--- config.mk ---
export PLATFORM = sky130hd
export DESIGN_NAME = usq_sequencer
export DESIGN_NICKNAME = d
export VERILOG_FILES = /design/src/rtl/usq_pkg.sv /design/src/rtl/usq_decode_map.sv /design/src/rtl/usq_cond_mux.sv /design/src/rtl/usq_next_addr.sv /design/src/rtl/usq_ctrl_store.sv /design/src/rtl/usq_sequencer.sv
export SDC_FILE = /design/constraint.sdc
export NUM_CORES = 1
export LEC_CHECK = 0
export BUFFER_PORTS_ARGS = -buffer_cell sky130_fd_sc_hd__buf_2
export CORE_ASPECT_RATIO = 1.4
export CORE_MARGIN = 4
export CORE_UTILIZATION = 45
export DETAILED_ROUTE_END_ITERATION = 6
export GPL_TIMING_DRIVEN = 0
export PLACE_DENSITY = 0.79
export SYNTH_ARGS = -nofsm -noshare
export SYNTH_HDL_FRONTEND = slang
export SYNTH_SLANG_ARGS = --single-unit
--- constraint.sdc ---
create_clock -name clk -period 2.8 [get_ports clk]
set_clock_uncertainty 0.15 [all_clocks]
set_input_delay 0.28 -clock clk [delete_from_list [all_inputs] [get_ports clk]]
set_output_delay 0.28 -clock clk [all_outputs]
set_load 0.03 [all_outputs]
--- src/rtl/usq_pkg.sv ---
`timescale 1ns/1ps
package usq_pkg;
    parameter int AW       = 10;
    parameter int CTRL_W   = 16;
    parameter int IR_W     = 16;
    parameter int OP_W     = 4;
    parameter int NFLAG    = 4;
    parameter int NEXT     = 3;
    parameter int MAP_BASE = 64;
    parameter int MAP_SPAN = 4;
    parameter int BR_BASE  = 32;

    localparam int NCOND  = 1 + NFLAG + NEXT;
    localparam int CSEL_W = $clog2(NCOND);
    localparam int NSEL   = 1 << CSEL_W;
    localparam int NOPS   = 1 << OP_W;

    typedef enum logic [1:0] {
        SEQ_CONT = 2'd0,
        SEQ_JUMP = 2'd1,
        SEQ_CJMP = 2'd2,
        SEQ_MAP  = 2'd3
    } seq_e;

    typedef struct packed {
        logic [CTRL_W-1:0] ctrl;
        seq_e              mode;
        logic [CSEL_W-1:0] csel;
        logic              cpol;
        logic [AW-1:0]     target;
    } uword_t;

    localparam uword_t UWORD_NOP = '{ctrl: '0, mode: SEQ_CONT, csel: '0, cpol: 1'b0, target: '0};

    // Test program contents, computed from the address.
    function automatic uword_t rom_word(input logic [AW-1:0] a);
        uword_t w;
        int     ai;
        int     off;
        int     op;
        ai = int'(a);
        w = UWORD_NOP;
        w.ctrl = CTRL_W'(ai) | (CTRL_W'(1) << (CTRL_W - 1));
        if (ai == 1) begin
            w.mode = SEQ_MAP;
        end else if (ai >= MAP_BASE && ai < MAP_BASE + MAP_SPAN * NOPS) begin
            off = (ai - MAP_BASE) % MAP_SPAN;
            op  = (ai - MAP_BASE) / MAP_SPAN;
            if (off == 0) begin
                w.mode   = SEQ_CJMP;
                w.csel   = CSEL_W'(op & (NSEL - 1));
                w.cpol   = ((op >> CSEL_W) & 1) != 0;
                w.target = AW'(BR_BASE + 2 * op);
            end else if (off == 2) begin
                w.mode   = SEQ_JUMP;
                w.target = AW'(1);
            end
        end else if (ai >= BR_BASE && ai < BR_BASE + 2 * NOPS && ((ai - BR_BASE) % 2) == 0) begin
            w.mode   = SEQ_JUMP;
            w.target = AW'(1);
        end
        return w;
    endfunction
endpackage

--- src/rtl/usq_decode_map.sv ---
`timescale 1ns/1ps
module usq_decode_map
    import usq_pkg::*;
(
    input  logic [IR_W-1:0] ir,
    output logic [AW-1:0]   start
);
    logic [OP_W-1:0] opcode;

    assign opcode = ir[IR_W-1 -: OP_W];

    always_comb begin
        start = AW'(MAP_BASE + MAP_SPAN * int'(opcode));
    end
endmodule

--- src/rtl/usq_cond_mux.sv ---
`timescale 1ns/1ps
module usq_cond_mux
    import usq_pkg::*;
(
    input  logic [NFLAG-1:0]  flags,
    input  logic [NEXT-1:0]   ext_br,
    input  logic [CSEL_W-1:0] csel,
    input  logic              cpol,
    output logic              take
);
    logic [NSEL-1:0] cv;

    for (genvar k = 0; k < NSEL; k++) begin : g_cond
        if (k == 0) begin : g_true
            assign cv[k] = 1'b1;
        end else if (k <= NFLAG) begin : g_flag
            assign cv[k] = flags[k-1];
        end else if (k < NCOND) begin : g_ext
            assign cv[k] = ext_br[k-1-NFLAG];
        end else begin : g_pad
            assign cv[k] = 1'b0;
        end
    end

    assign take = cv[csel] ^ cpol;
endmodule

--- src/rtl/usq_next_addr.sv ---
`timescale 1ns/1ps
module usq_next_addr
    import usq_pkg::*;
(
    input  seq_e          mode,
    input  logic [AW-1:0] target,
    input  logic [AW-1:0] fa,
    input  logic          take,
    input  logic [AW-1:0] map_start,
    output logic [AW-1:0] nxt
);
    logic [AW-1:0] inc;

    assign inc = fa + AW'(1);

    always_comb begin
        unique case (mode)
            SEQ_JUMP: nxt = target;
            SEQ_CJMP: nxt = take ? target : inc;
            SEQ_MAP:  nxt = map_start;
            default:  nxt = inc;
        endcase
    end
endmodule

--- src/rtl/usq_ctrl_store.sv ---
`timescale 1ns/1ps
module usq_ctrl_store
    import usq_pkg::*;
(
    input  logic          clk,
    input  logic          rst,
    input  logic [AW-1:0] fa,
    output uword_t        pipe_q
);
    uword_t rd;

    always_comb begin
        rd = rom_word(fa);
    end

    always_ff @(posedge clk) begin
        if (rst) pipe_q <= UWORD_NOP;
        else     pipe_q <= rd;
    end

    // Executing word carries the address it was fetched from.
    assert_pipe_latency_R2: assert property (@(posedge clk) disable iff (rst)
        1'b1 |=> pipe_q.ctrl[AW-1:0] == $past(fa));
endmodule

--- src/rtl/usq_sequencer.sv ---
`timescale 1ns/1ps
module usq_sequencer
    import usq_pkg::*;
(
    input  logic              clk,
    input  logic              rst,
    input  logic [IR_W-1:0]   ir_i,
    input  logic [NFLAG-1:0]  flags_i,
    input  logic [NEXT-1:0]   ext_br_i,
    output logic [CTRL_W-1:0] ctrl_o,
    output logic [AW-1:0]     uaddr_o
);
    logic [AW-1:0] fa;
    logic [AW-1:0] fa_nxt;
    logic [AW-1:0] map_start;
    logic          take;
    uword_t        pipe_q;

    usq_ctrl_store u_store (
        .clk    (clk),
        .rst    (rst),
        .fa     (fa),
        .pipe_q (pipe_q)
    );

    usq_decode_map u_map (
        .ir    (ir_i),
        .start (map_start)
    );

    usq_cond_mux u_cond (
        .flags  (flags_i),
        .ext_br (ext_br_i),
        .csel   (pipe_q.csel),
        .cpol   (pipe_q.cpol),
        .take   (take)
    );

    usq_next_addr u_next (
        .mode      (pipe_q.mode),
        .target    (pipe_q.target),
        .fa        (fa),
        .take      (take),
        .map_start (map_start),
        .nxt       (fa_nxt)
    );

    always_ff @(posedge clk) begin
        if (rst) fa <= '0;
        else     fa <= fa_nxt;
    end

    assign ctrl_o  = pipe_q.ctrl;
    assign uaddr_o = fa;

    assert_reset_nop_R1: assert property (@(posedge clk)
        rst |=> (uaddr_o == '0 && ctrl_o == '0));

    assert_continue_R3: assert property (@(posedge clk) disable iff (rst)
        pipe_q.mode == SEQ_CONT |=> fa == $past(fa) + AW'(1));

    assert_jump_R4: assert property (@(posedge clk) disable iff (rst)
        pipe_q.mode == SEQ_JUMP |=> fa == $past(pipe_q.target));

    assert_cjmp_taken_R5: assert property (@(posedge clk) disable iff (rst)
        (pipe_q.mode == SEQ_CJMP && take) |=> fa == $past(pipe_q.target));

    assert_cjmp_fall_R6: assert property (@(posedge clk) disable iff (rst)
        (pipe_q.mode == SEQ_CJMP && !take) |=> fa == $past(fa) + AW'(1));

    assert_map_range_R7: assert property (@(posedge clk) disable iff (rst)
        pipe_q.mode == SEQ_MAP |=> (fa >= AW'(MAP_BASE)
            && ((fa - AW'(MAP_BASE)) % AW'(MAP_SPAN)) == '0));
endmodule

== Word-level counts from Yosys, hierarchy flattened ==
Index checks and enable logic that the tools add are counted.

* Add/subtract/negate cells: 6
* $lt $le $gt $ge: 5
* Eq/ne operators: 5
* Multiplexer cells: 17
* Bitwise logic cells: 5
* Reductions and logical operators: 8

{| class="wikitable"
|+ Operators by type and width
! operator !! number
|-
| 32-bit logical NOT || 2
|-
| 32-bit 2-to-1 mux || 1
|-
| 10-bit 2-to-1 mux || 3
|-
| 10-bit case mux with 3 select lines || 1
|-
| 14-bit 2-to-1 mux || 1
|-
| 10-bit by 6-bit subtractor with 11-bit output, second input constant || 1
|-
| 10-bit by 7-bit subtractor with 11-bit output, second input constant || 1
|-
| 10-bit by 1-bit adder with 10-bit output, second input constant || 1
|-
| 7-bit by 10-bit adder with 10-bit output, first input constant || 1
|-
| 10-bit by 2-bit == test with 1-bit output, second input constant || 1
|-
| 10-bit by 6-bit greater-or-equal comparator with 1-bit output, second input constant || 1
|-
| 10-bit by 7-bit greater-or-equal comparator with 1-bit output, second input constant || 1
|-
| 10-bit by 7-bit less-than comparator with 1-bit output, second input constant || 1
|-
| 10-bit by 8-bit less-than comparator with 1-bit output, second input constant || 1
|-
| 9-bit by 1-bit adder with 9-bit output || 1
|-
| 7-bit by 6-bit adder with 8-bit output, first input constant || 1
|-
| 4-bit 2-to-1 mux || 2
|-
| 2-bit 2-to-1 mux || 3
|-
| 1-bit 2-to-1 mux || 5
|-
| 2-bit == test, second input constant || 2
|-
| 3-bit by 4-bit less-than comparator with 1-bit output, second input constant || 1
|-
| 2-bit OR reduction || 2
|-
| 4-bit OR reduction || 1
|-
| 1-bit binary-select mux with 3-bit select || 1
|-
| 6 further kinds || 10
|}

* Register bits after elaboration: 42
* Input bits: 25
* Output and inout bits: 26
* Word-level logic and storage cells: 53

== Depth between registers and ports, before layout ==
* Depth in word-level cells: 9
* Gate-level depth with buffers: 12
* Gate-level depth less buffers: 11

== Cells and area by module ==
Synthesis repeated with hierarchy kept, for this count alone.

* Cells, all modules: 211
* Area, all modules: 1925.6 µm²

{| class="wikitable"
|+ By module, submodules not included
! module !! times used !! cells each !! area each (µm²)
|-
| usq_ctrl_store || 1 || 123 || 1164.9
|-
| usq_next_addr || 1 || 50 || 347.8
|-
| usq_sequencer || 1 || 20 || 262.8
|-
| usq_decode_map || 1 || 12 || 82.6
|-
| usq_cond_mux || 1 || 6 || 67.6
|}

== Worst setup path after synthesis ==
OpenSTA, ideal clock, no wires.

* Path kind: register to register
* Start: register fa[6] (netlist: uaddr_o[6])
* End: register, netlist name u_store.pipe_q[8]
* Setup time: 0.114 ns
* Arrival: 2.257 ns
* Data required time: 2.536 ns
* Slack: 0.279 ns
* Cell stages (with the launch flop): 13
* Path buffers: 1
* Clock period less this slack: 2.521 ns
* Cells stage by stage: dfxtp_1 -> clkbuf_1 -> inv_1 -> ha_1 -> nand2_1 -> nor2_1 -> ha_1 -> nand4_1 -> nand2_1 -> maj3_1 -> o32ai_1 -> xor2_1 -> nor2_1

* Cells in the longest elaborated chain, start to end: 6
* Elaborated cells on any way between the ends: 12
* Those cells by class: add/sub: 3; order compare: 2; eq/ne: 1; mux: 2; bitwise: 1; reduce/logical: 3

{| class="wikitable"
|+ RTL lines
! what !! RTL line !! source
|-
| start, declared || usq_sequencer.sv:13 || <nowiki>logic [AW-1:0] fa;</nowiki>
|-
| start signal, assigned || usq_sequencer.sv:50 || <nowiki>else fa <= fa_nxt;</nowiki>
|-
| 10-bit by 7-bit subtractor with 11-bit output || usq_pkg.sv:47, usq_pkg.sv:48 ||
|-
| 1-bit bitwise AND (no line) || -- ||
|-
| 9-bit by 1-bit adder with 9-bit output (no line) || -- ||
|-
| 7-bit by 10-bit adder with 10-bit output || usq_pkg.sv:53 || <nowiki>w.target = AW'(BR_BASE + 2 * op);</nowiki>
|-
| 10-bit 2-to-1 mux || usq_pkg.sv:49 || <nowiki>if (off == 0) begin</nowiki>
|-
| 10-bit 2-to-1 mux || usq_pkg.sv:46 || <nowiki>end else if (ai >= MAP_BASE && ai < MAP_BASE + MAP_SPAN * NOPS) begin</nowiki>
|}

Parallel ways exist; a longest one is shown, timed or not.
A chain may end at the register's enable or synchronous reset.

== Worst setup path after layout ==
* Start: register fa[6] (netlist: uaddr_o[6])
* End: register, netlist name u_store.pipe_q[7]

* Cells in the longest elaborated chain, start to end: 6
* Elaborated cells on any way between the ends: 12
* Those cells by class: add/sub: 3; order compare: 2; eq/ne: 1; mux: 2; bitwise: 1; reduce/logical: 3

{| class="wikitable"
|+ RTL lines
! what !! RTL line
|-
| 10-bit by 7-bit subtractor with 11-bit output || usq_pkg.sv:47, usq_pkg.sv:48
|-
| 1-bit bitwise AND (no line) || --
|-
| 9-bit by 1-bit adder with 9-bit output (no line) || --
|-
| 7-bit by 10-bit adder with 10-bit output || usq_pkg.sv:53
|-
| 10-bit 2-to-1 mux || usq_pkg.sv:49
|-
| 10-bit 2-to-1 mux || usq_pkg.sv:46
|}

Parallel ways exist; a longest one is shown, timed or not.

==> summary.md <==
| Metric | Value |
|---|---|
| Vias | `1903` |
| Number of instances in the synthesized netlist | `254` |
| Crit start category | `flip-flop` |
| Area inside the core boundary | `4610 um^2` |
| Clock period minus worst slack | `2.71 ns` |
| Rel. slew slack | `0.608` |
| Cell area after layout | `2570 um^2` |
| Estimated wirelength of the detail-placed design | `3800 um` |
| Layout overhead on the synthesized area | `18.9%` |
| Maximum fanout encountered on the critical timing path | `8` |
| CTS buffer count | `5` |
| Final setup margin | `0.0897 ns` |
| Starting density of the core | `0.469` |
| Most used DFF post-synth | `dfxtp_1` |
| Power per standard cell area | `1020 nW/um^2` |
| Wire length per cell after detailed routing | `14.7 um` |
| Period Utilization, post-route | `0.968` |
| Max Cap Violations | `0` |
| Number of flops mapped to enable cells by yosys | `0` |
| Max Buffers Root-to-Sink | `2` |
| Sequential fraction of the synthesis area | `0.343` |
| Yosys reg bits | `37` |
| Initial antenna violation count | `0` |
| Leakage | `1.14 nW` |
| Total GRT Usage | `0.183` |
| Synth warn | `0` |
| # rows | `29` |
| Endpoints failing hold | `0` |
| Die extent in x | `66.6 um` |
| Capturing element type of the critical path | `flip-flop` |
| Worst voltage drop across the vdd grid | `327 uV` |
| Worst hold path type | `input pin to flip-flop` |
| Clock tree from TritonCTS | `built` |
| Synth async-reset ratio | `0` |
| Number of nets in the finished design | `336` |
| Fraction of final layout cells with drive strength greater than 1 | `0.289` |
| Slew Limit Fails | `0` |
| Vias per cell | `5.24` |
| Number of port buffers | `33` |
| Run status | `finished clean` |
| Starting DRT DRC Count | `163` |
| Cell at the slowest stage of the critical path | `dfxtp_1` |
| Data required time at the worst endpoint | `2.83 ns` |
| # DRC | `0` |
| Total cell area at the placement stage | `2420 um^2` |
| Critical Setup Path Class | `flip-flop to flip-flop` |
| Highest cell delay on the worst timing path | `0.35 ns` |
| Number of buffers and inverters on the critical path | `2` |
| Number of I/O pins | `51` |
| Number of sinks handled by clock tree synthesis | `37` |
| Worst setup slack before clock tree synthesis | `-0.191 ns` |
| Cells along the critical path | `buf_2 -> inv_4 -> ha_2 -> nand2_1 -> nor2_2 -> ha_1 -> nand4_1 -> xnor2_2 -> ha_1 -> xnor2_1 -> xnor2_1 -> nor2_1` |
| N_diodes | `0` |
| Insertion delay of the later-clocked pin in the worst-skew pair | `0.29 ns` |
| Number of global-route vias before repair | `1846` |
| Cell variety after synth | `46` |
| Post-Syn Area per Cell | `8.51 um^2` |
| Residual overflow from global routing | `0` |
| Drt pass-1 iters | `5` |
| Number of nets with antenna violations after routing | `0` |
| Area of the mapped netlist | `2160 um^2` |
| Die Area | `5990 um^2` |
| Routability-driven placement congestion ratio | `0.863` |
| Number of fillers in the final layout | `431` |
| Final setup violation count | `0` |
| Vert. Die Dim | `90.0 um` |
| Worst-case hold slack | `0.150 ns` |
| Critical Path AT | `2.74 ns` |
| Slew of the pin with the lowest slew margin | `0.588 ns` |
| Maximum level of the CTS H-tree | `2` |
| First-pass GRT wire length | `8580 um` |
| Achievable frequency | `0.369 GHz` |
| Final WL | `5340 um` |
| Crit path max-delay family | `adder cells` |
| Worst-path clk slew | `0.07 ns` |
| Maximum number of pins on one net before global-route repair | `13` |
| Clock Tree Root | `clkbuf_8` |
synth_stat cells (2+ instances only):
cell / n / share of area
and3_1: 4 / 0.012
nor3b_1: 2 / 0.0069
xnor2_1: 11 / 0.045
nand4_1: 4 / 0.012
xor2_1: 8 / 0.032
nand3b_1: 3 / 0.010
a211oi_1: 3 / 0.010
clkbuf_1: 8 / 0.014
or3_1: 4 / 0.012
mux2i_1: 7 / 0.032
mux2_2: 3 / 0.016
ha_1: 11 / 0.064
nor2_1: 25 / 0.043
o32ai_1: 3 / 0.012
nor2b_1: 6 / 0.017
nand2b_1: 3 / 0.0087
inv_1: 11 / 0.019
a21oi_1: 9 / 0.021
nand3_1: 10 / 0.023
o21ai_0: 7 / 0.016
a31oi_1: 3 / 0.0087
nand2_1: 17 / 0.030
dfxtp_1: 37 / 0.34
nor3_1: 5 / 0.012
buf_4: 28 / 0.097
buf_2: 2 / 0.0046
worst reg2reg max path, stage by stage (launching register included):
cell,delay [ns]
dfxtp_1,0.35
buf_2,0.20
inv_4,0.11
ha_2,0.23
nand2_1,0.08
nor2_2,0.16
ha_1,0.22
nand4_1,0.22
xnor2_2,0.22
ha_1,0.22
xnor2_1,0.15
xnor2_1,0.23
nor2_1,0.06
routing by layer:
metal | global-route usage | wire length, um | up-vias
met5 | 0 | 0 | -
met1 | 0.191 | 1920 | 874
met2 | 0.332 | 2840 | 87
met3 | 0.0337 | 349 | 25
met4 | 0.0949 | 224 | 0
li1 | - | - | 917
report_power, final:
part	total (mW)	leakage [nW]	switching (mW)	internal, mW
Clock	0.481	0.0574	0.192	0.289
Sequential	0.711	0.300	0.0905	0.620
Combinational	1.43	0.780	0.852	0.576
repair_timing:
item,4_1_cts,5_1_grt
hold buffers,0,0
buffers inserted,2,0
setup endpoints to repair,3,3
pin swaps,1,0
gates resized for setup,2,6
flip-flops by register name, summed over array words and instances, names as in the netlist:
signal	flops
u_store.pipe_q	27
uaddr_o	10
placed cells by master, fill, tap and decap left out, drive strengths merged, types with 2 or more instances in the layout:
master / netlist / routed
mux2i: 7 / 7
nand2b: 3 / 3
nand3b: 3 / 3
a21oi: 9 / 9
mux2: 3 / 3
or3: 4 / 4
ha: 11 / 11
or2: 2 / 2
and3: 4 / 4
nor2: 25 / 25
o21ai: 7 / 7
nand4: 4 / 4
xnor2: 12 / 12
a211oi: 3 / 3
nor3: 5 / 5
nor3b: 2 / 2
nor2b: 6 / 6
nand2: 17 / 17
a31oi: 3 / 3
conb: 1 / 5
nand3: 10 / 10
clkbuf: 9 / 14
o32ai: 3 / 3
buf: 32 / 68
dfxtp: 37 / 37
inv: 11 / 11
xor2: 8 / 8
per-stage QoR:
stage | utilization | instances | power [mW] | setup TNS (ns)
detailed placement | 0.525 | 353 | 2.07 | -0.362
CTS | 0.555 | 363 | 2.58 | 0
floorplan | - | 258 | 1.76 | 0
finish | 0.558 | 363 | 2.62 | 0
global route | 0.558 | 363 | 2.77 | -0.0371
global placement | 0.525 | 353 | 2.03 | -0.264
path summary, 6_finish.rpt:
check                                       start  slack, ns                  to  cells past startpoint
worst max register to register         uaddr_o[6]       0.09   u_store.pipe_q[7]                     12
worst min register to register  u_store.pipe_q[9]       0.36          uaddr_o[9]                      2
worst min-delay path                          rst       0.15  u_store.pipe_q[31]                      2
worst max-delay path                   uaddr_o[6]       0.09   u_store.pipe_q[7]                     12
cells by family (layout without fill, tap and decap cells):
logic type / Yosys count / count (layout) / synth area share
buffers and inverters: 52 / 95 / 0.144
and+or+nand+nor: 89 / 89 / 0.208
AOI/OAI and AO/OA: 33 / 33 / 0.102
xor gates and xnor gates: 20 / 20 / 0.0845
adders and majority gates: 12 / 12 / 0.0683
DFF: 37 / 37 / 0.343
other: 1 / 5 / 0.00173
muxes: 10 / 10 / 0.0480
cell type report:
class	count	area, um^2	area share
multi-input combinational	169	1140	0.442
sequential	37	741	0.288
buffer	41	272	0.106
timing repair buffer	35	180	0.0701
clock buffer	6	82.6	0.0321
tap	62	77.6	0.0302
inverter	11	43.8	0.0170
clock inverter	2	37.5	0.0146
Power figures use the tool's default switching activity.
